## src/rtl/utb_pkg.sv

```systemverilog
package utb_pkg;
  localparam int unsigned FRAC_W = 8;
  localparam int unsigned DATA_W = 32;
  localparam int unsigned CFG_W  = 2 * FRAC_W;

  // byte offsets decoded by the register port
  localparam logic [7:0] OFS_COUNT  = 8'h10;
  localparam logic [7:0] OFS_RATIO  = 8'h14;
  localparam logic [7:0] OFS_FREEZE = 8'h4C;

  localparam logic [CFG_W-1:0] RATIO_RESET = 16'h000B;

  typedef struct packed {
    logic [FRAC_W-1:0] num_m1;  // numerator minus one, bits [15:8]
    logic [FRAC_W-1:0] den_m1;  // denominator minus one, bits [7:0]
  } ratio_cfg_t;
endpackage

```

## src/rtl/utb_rst_sync.sv

```systemverilog
module utb_rst_sync (
  input  logic clk_i,
  input  logic arst_ni,
  output logic rst_no
);
  logic [1:0] sync_q;

  always_ff @(posedge clk_i or negedge arst_ni) begin
    if (!arst_ni) sync_q <= 2'b00;
    else          sync_q <= {sync_q[0], 1'b1};
  end

  assign rst_no = sync_q[1];
endmodule

```

## src/rtl/utb_frac_prescaler.sv

```systemverilog
module utb_frac_prescaler
  import utb_pkg::*;
(
  input  logic       clk_i,
  input  logic       rst_ni,
  input  logic       run_i,
  input  logic       clr_i,
  input  ratio_cfg_t cfg_i,
  output logic       tick_o
);
  localparam int unsigned ACC_W = FRAC_W + 2;

  logic [ACC_W-1:0] num, den, sum, rem;
  logic [ACC_W-1:0] acc_q, acc_d;
  logic             hit;

  always_comb begin
    num = ACC_W'(cfg_i.num_m1) + ACC_W'(1);
    den = ACC_W'(cfg_i.den_m1) + ACC_W'(1);
    sum = acc_q + num;
    hit = (sum >= den);
    rem = sum - den;
  end

  always_comb begin
    acc_d = acc_q;
    if (clr_i) begin
      acc_d = '0;
    end else if (run_i) begin
      if (hit) acc_d = (rem >= den) ? (den - ACC_W'(1)) : rem;  // clamp for num > den
      else     acc_d = sum;
    end
  end

  always_ff @(posedge clk_i or negedge rst_ni) begin
    if (!rst_ni) acc_q <= '0;
    else         acc_q <= acc_d;
  end

  assign tick_o = run_i & hit;

  // the phase never reaches the denominator
  p_acc_bound_r2: assert property (@(posedge clk_i) disable iff (!rst_ni)
    acc_q < den);

  // a ratio write leaves the phase at zero
  p_clear_phase_r6: assert property (@(posedge clk_i) disable iff (!rst_ni)
    clr_i |=> (acc_q == '0));

  // a stopped prescaler keeps its phase
  p_phase_hold_r5: assert property (@(posedge clk_i) disable iff (!rst_ni)
    (!run_i && !clr_i) |=> $stable(acc_q));
endmodule

```

## src/rtl/utb_us_counter.sv

```systemverilog
module utb_us_counter #(
  parameter int unsigned CNT_W = 32
) (
  input  logic             clk_i,
  input  logic             rst_ni,
  input  logic             step_i,
  output logic [CNT_W-1:0] count_o
);
  logic [CNT_W-1:0] cnt_q, cnt_d;

  always_comb begin
    cnt_d = cnt_q;
    if (step_i) cnt_d = cnt_q + CNT_W'(1);  // wraps silently
  end

  always_ff @(posedge clk_i or negedge rst_ni) begin
    if (!rst_ni) cnt_q <= '0;
    else         cnt_q <= cnt_d;
  end

  assign count_o = cnt_q;

  // every step adds one, modulo the width
  p_step_one_r3: assert property (@(posedge clk_i) disable iff (!rst_ni)
    step_i |=> (cnt_q == $past(cnt_q) + CNT_W'(1)));

  // no step, no change
  p_no_step_hold_r3: assert property (@(posedge clk_i) disable iff (!rst_ni)
    !step_i |=> $stable(cnt_q));
endmodule

```

## src/rtl/utb_reg_port.sv

```systemverilog
module utb_reg_port
  import utb_pkg::*;
#(
  parameter int unsigned ADDR_W = 8,
  parameter int unsigned CNT_W  = 32
) (
  input  logic              clk_i,
  input  logic              rst_ni,
  input  logic              rd_en_i,
  input  logic              wr_en_i,
  input  logic [ADDR_W-1:0] addr_i,
  input  logic [DATA_W-1:0] wdata_i,
  input  logic [CNT_W-1:0]  count_i,
  output logic [DATA_W-1:0] rdata_o,
  output ratio_cfg_t        cfg_o,
  output logic              freeze_o,
  output logic              cfg_wr_o
);
  localparam logic [ADDR_W-1:0] A_COUNT  = ADDR_W'(OFS_COUNT);
  localparam logic [ADDR_W-1:0] A_RATIO  = ADDR_W'(OFS_RATIO);
  localparam logic [ADDR_W-1:0] A_FREEZE = ADDR_W'(OFS_FREEZE);

  logic [CFG_W-1:0]  cfg_q, cfg_d;
  logic              frz_q, frz_d;
  logic [DATA_W-1:0] rdata_q, rdata_d, rd_val;
  logic              sel_ratio, sel_freeze, sel_count;

  always_comb begin
    sel_ratio  = (addr_i == A_RATIO);
    sel_freeze = (addr_i == A_FREEZE);
    sel_count  = (addr_i == A_COUNT);
    cfg_wr_o   = wr_en_i & sel_ratio;

    cfg_d = cfg_q;
    if (cfg_wr_o) cfg_d = wdata_i[CFG_W-1:0];
    frz_d = frz_q;
    if (wr_en_i && sel_freeze) frz_d = wdata_i[0];

    if (sel_count)       rd_val = DATA_W'(count_i);
    else if (sel_ratio)  rd_val = DATA_W'(cfg_q);
    else if (sel_freeze) rd_val = DATA_W'(frz_q);
    else                 rd_val = '0;

    rdata_d = rd_en_i ? rd_val : rdata_q;
  end

  always_ff @(posedge clk_i or negedge rst_ni) begin
    if (!rst_ni) begin
      cfg_q   <= RATIO_RESET;
      frz_q   <= 1'b0;
      rdata_q <= '0;
    end else begin
      cfg_q   <= cfg_d;
      frz_q   <= frz_d;
      rdata_q <= rdata_d;
    end
  end

  assign cfg_o    = ratio_cfg_t'(cfg_q);
  assign freeze_o = frz_q;
  assign rdata_o  = rdata_q;

  // read data only moves after a read strobe
  p_rdata_hold_r9: assert property (@(posedge clk_i) disable iff (!rst_ni)
    !rd_en_i |=> $stable(rdata_o));

  // upper ratio bits never appear
  p_ratio_upper_r9: assert property (@(posedge clk_i) disable iff (!rst_ni)
    (rd_en_i && sel_ratio) |=> (rdata_o[DATA_W-1:CFG_W] == '0));
endmodule

```

## src/rtl/utb_timebase.sv

```systemverilog
module utb_timebase
  import utb_pkg::*;
#(
  parameter int unsigned ADDR_W = 8,
  parameter int unsigned CNT_W  = 32
) (
  input  logic              clk_i,
  input  logic              arst_ni,
  input  logic              rd_en_i,
  input  logic              wr_en_i,
  input  logic [ADDR_W-1:0] addr_i,
  input  logic [31:0]       wdata_i,
  output logic [31:0]       rdata_o,
  output logic              tick_o
);
  logic             rst_n;
  logic             frozen, cfg_wr, tick;
  ratio_cfg_t       cfg;
  logic [CNT_W-1:0] count;

  utb_rst_sync i_rst_sync (
    .clk_i   (clk_i),
    .arst_ni (arst_ni),
    .rst_no  (rst_n)
  );

  utb_reg_port #(.ADDR_W(ADDR_W), .CNT_W(CNT_W)) i_reg_port (
    .clk_i    (clk_i),
    .rst_ni   (rst_n),
    .rd_en_i  (rd_en_i),
    .wr_en_i  (wr_en_i),
    .addr_i   (addr_i),
    .wdata_i  (wdata_i),
    .count_i  (count),
    .rdata_o  (rdata_o),
    .cfg_o    (cfg),
    .freeze_o (frozen),
    .cfg_wr_o (cfg_wr)
  );

  utb_frac_prescaler i_prescaler (
    .clk_i  (clk_i),
    .rst_ni (rst_n),
    .run_i  (!frozen),
    .clr_i  (cfg_wr),
    .cfg_i  (cfg),
    .tick_o (tick)
  );

  utb_us_counter #(.CNT_W(CNT_W)) i_counter (
    .clk_i   (clk_i),
    .rst_ni  (rst_n),
    .step_i  (tick),
    .count_o (count)
  );

  assign tick_o = tick;

  // a frozen time base keeps its count
  p_frozen_hold_r5: assert property (@(posedge clk_i) disable iff (!rst_n)
    frozen |=> $stable(count));

  // a frozen time base is silent
  p_frozen_quiet_r5: assert property (@(posedge clk_i) disable iff (!rst_n)
    frozen |-> !tick_o);
endmodule

```

## config.mk

```make
export PLATFORM = sky130hd
export DESIGN_NAME = utb_timebase
export DESIGN_NICKNAME = d
export VERILOG_FILES = /design/src/rtl/utb_pkg.sv /design/src/rtl/utb_rst_sync.sv /design/src/rtl/utb_frac_prescaler.sv /design/src/rtl/utb_us_counter.sv /design/src/rtl/utb_reg_port.sv /design/src/rtl/utb_timebase.sv
export SDC_FILE = /design/constraint.sdc
export NUM_CORES = 1
export LEC_CHECK = 0
export ABC_AREA = 1
export BUFFER_PORTS_ARGS = -buffer_cell sky130_fd_sc_hd__clkbuf_2
export CAP_MARGIN = 20
export CORE_MARGIN = 2
export CORE_UTILIZATION = 59
export DETAILED_ROUTE_END_ITERATION = 16
export PLACE_DENSITY = 0.84
export SLEW_MARGIN = 20
export SYNTH_ARGS = -nofsm -noshare
export SYNTH_HDL_FRONTEND = slang
export SYNTH_SLANG_ARGS = --single-unit
export TNS_END_PERCENT = 10
```

## constraint.sdc

```tcl
create_clock -name clk_i -period 4.7 [get_ports clk_i]
set_input_delay 0.47 -clock clk_i [delete_from_list [all_inputs] [get_ports clk_i]]
set_output_delay 0.47 -clock clk_i [all_outputs]
set_load 0.05 [all_outputs]
```

==> impl_metrics.tcl <==
set metrics [dict create \
    die_h_um 107 \
    swShare_pct 51.0 \
    maxCapViolCount 0 \
    p_comb_share_pct 62.1 \
    grt_pass1_wl_um 24500 \
    max_freq_mhz 226 \
    cts_buffers 9 \
    worst_setup_path_end_kind "output pin" \
    mappedNetlistNets 898 \
    max_slew_margin_pct 30.5 \
    cts_max_level 3 \
    drive_gt1_share_pct 13.6 \
    insertion_delay_ns 0.38 \
    worstSetupPathType "flop to output pin" \
    place.gp.congestion 0.926 \
    cp.required_ns 4.23 \
    p_clk_share_pct 13.6 \
    ys_ff_latch 93 \
    hold_viol 0 \
    cts_tree "yes" \
    vias_per_cell 5.51 \
    tns_ns 0 \
    cp_max_fo 7 \
    cts_buffer_depth 2 \
    fin_cells 1023 \
    syn_avg_cell_area_um2 7.56 \
    power_uw 4290 \
    drc 0 \
    fin_crit_sh_pct 94.1 \
    dpl.cell_count 1002 \
    dieArea_mm2 0.0114 \
    vdd_drop_max_mv 0.396 \
    syn_to_final_growth_pct 11.0 \
    first_pass_iters 5 \
    skew_ns 0.0180 \
    rsz0062_at_grt "false" \
    core_area_mm2 0.0103 \
    clk_pin_slew_worst_paths_ns 0.10 \
    die_width_um 107 \
    synth_area_leaders "dfrtp_1 (36%), nand2_1 (14%), inv_1 (6.4%), ha_1 (6.2%), xor2_1 (5.6%)" \
    synth_largest_area_cell "dfrtp_1" \
    yosysWarnings 0 \
    start_kind "flop" \
    grt_start_max_net_pins 92 \
    ios 77 \
    final_area_mm2 0.00689 \
    yosysUniqueCellTypes 42 \
    wl_um 14800 \
    root_buffer "clkbuf_8" \
    fin_crit_ns 4.42 \
    p_leak_uw 0.00353 \
    cp_data_arrival_time_ns 3.95 \
    antenna_found_initial 0 \
    antenna_left 0 \
    first_global_vias 5110 \
    pwr-share-seq_pct 24.3 \
    dpl_cell_area_mm2 0.00662 \
    yosysSeqAreaShare_pct 37.5 \
    p_int_uw 2100 \
    clkSinkCount 93 \
    hp-class "input port to flop" \
    drv_slew 0 \
    layout_common_cells "nand2_1 (234), inv_1 (106), dfrtp_1 (88)" \
    post-route-util_pct 67.1 \
    port_buffers 60 \
    synth_top_area_share_pct 36.3 \
    fillers 892 \
    synth_area_mm2 0.00621 \
    pwr_density_cell_mw_per_mm2 623 \
    tightest_slew_ns 1.04 \
    grt-ovfl-total 0 \
    start_util_pct 60.4 \
    via_count 5641 \
    diodes 0 \
    dp_hpwl_um 11200 \
    drt_iter0_markers 452 \
    setup_violations 0 \
    fin_nets 959 \
    outcome "finished clean" \
    num_rows 37 \
    mostFrequentLayoutCell "nand2_1" \
    synthCells 821 \
    wl_per_cell_um 14.5 \
    p_sw_uw 2190 \
    grt_use_total_pct 27.0 \
]
-- kinds of logic (layout without fill, tap and decap cells) --
family                     after synthesis  after routing  share of synthesized area (%)
and+or+nand+nor                        404            404                           28.7
buffers and inverters                  132            198                           8.50
AOI/OAI and AO/OA                      107            107                           10.8
DFF                                     93             93                           37.5
xor gates and xnor gates                51             51                           7.44
adders and majority gates               33             33                           6.89
other                                    1              1                         0.0604
-- worst max-delay path: stages (launching register included) --
cell      delay (ns)
dfrtp_2         0.42
inv_1           0.08
nor3_2          0.24
nand3_1         0.16
xor2_1          0.18
inv_1           0.06
ha_1            0.35
a21o_1          0.20
nor2_1          0.10
nand2_1         0.07
xnor2_1         0.19
inv_1           0.11
ha_1            0.36
nand2_1         0.08
inv_1           0.08
a41oi_1         0.19
nand2_1         0.11
nand2_1         0.12
nand3_4         0.13
nand2_4         0.11
inv_4           0.03
clkbuf_2        0.22
-- timing repair --
item                                    CTS  global route
endpoints found under the hold margin     2             0
cloned                                    0             0
pin swaps                                 0             0
setup buffers                             0             4
hold buffers                              1             0
endpoints found under the setup margin    1            11
resized for setup                         1             4
-- power groups by stage --
stage          Combinational (µW)  Clock, µW  Sequential, µW
3_5_place_dp                 2550          0            1050
5_1_grt                      2980        628            1060
3_3_place_gp                 2490          0            1050
6_report                     2670        584            1040
4_1_cts                      2570        594            1040
2_1_floorplan                2020          0            1070
-- layout make-up --
class	count	area [µm²]	area share [%]
Tap cell	136	170	2.47
Timing Repair Buffer	70	382	5.54
Clock inverter	6	77.6	1.13
Clock buffer	10	138	2.00
Sequential cell	93	2340	33.9
Multi-Input combinational cell	596	3370	48.8
Inverter	112	423	6.14
-- per-layer routing --
metal,vias up,GRT usage [%],wire length (µm)
met1,2624,40.0,7060
met5,-,0,0
met3,22,4.26,966
li1,2787,-,-
met2,208,40.9,6500
met4,0,8.53,298
-- cells in the mapped netlist (all sizes together) --
library cell,n
a41oi,1
a31oi,4
nor2,61
ha,31
o21ai,44
buf,12
nor4,6
xor2,42
nand3,45
or2,3
clkinv,3
a211o,1
conb,1
dfrtp,90
a21oi,16
clkbuf,8
dfstp,3
o221ai,12
fa,2
o21a,12
nand2,242
nand4,23
nor3b,1
xnor2,9
o31ai,14
a21o,3
nor3,23
inv,109
-- worst paths after layout --
check,end,slack (ns),from,depth (start not counted)
max in group asynchronous,i_reg_port.cfg_o[10],3.59,i_rst_sync.sync_q[1],1
hold reg to reg,i_rst_sync.sync_q[1],0.36,i_rst_sync.sync_q[0],0
hold / removal,i_reg_port.cfg_o[1],0.28,wdata_i[1],3
min in group asynchronous,i_rst_sync.sync_q[1],0.40,arst_ni,2
setup / recovery,tick_o,0.28,i_reg_port.cfg_o[10],21
setup reg to reg,i_prescaler.acc_q[1],0.31,i_reg_port.cfg_o[10],25
-- state kept, by name, summed over array words and instances, names as in the netlist --
name and cells:
i_reg_port.freeze_o 1, i_rst_sync.sync_q 2, i_prescaler.acc_q 10, i_counter.count_o 32, i_reg_port.rdata_o 32, i_reg_port.cfg_o 16
-- per-stage QoR --
step           worst slack, ns  hold slack, ns
2_1_floorplan            0.775           0.174
3_3_place_gp             0.227           0.256
3_5_place_dp             0.164           0.258
4_1_cts                  0.103           0.272
5_1_grt                0.00843           0.290
6_report                 0.279           0.279
Note: power is estimated with default switching activity, not from simulation.
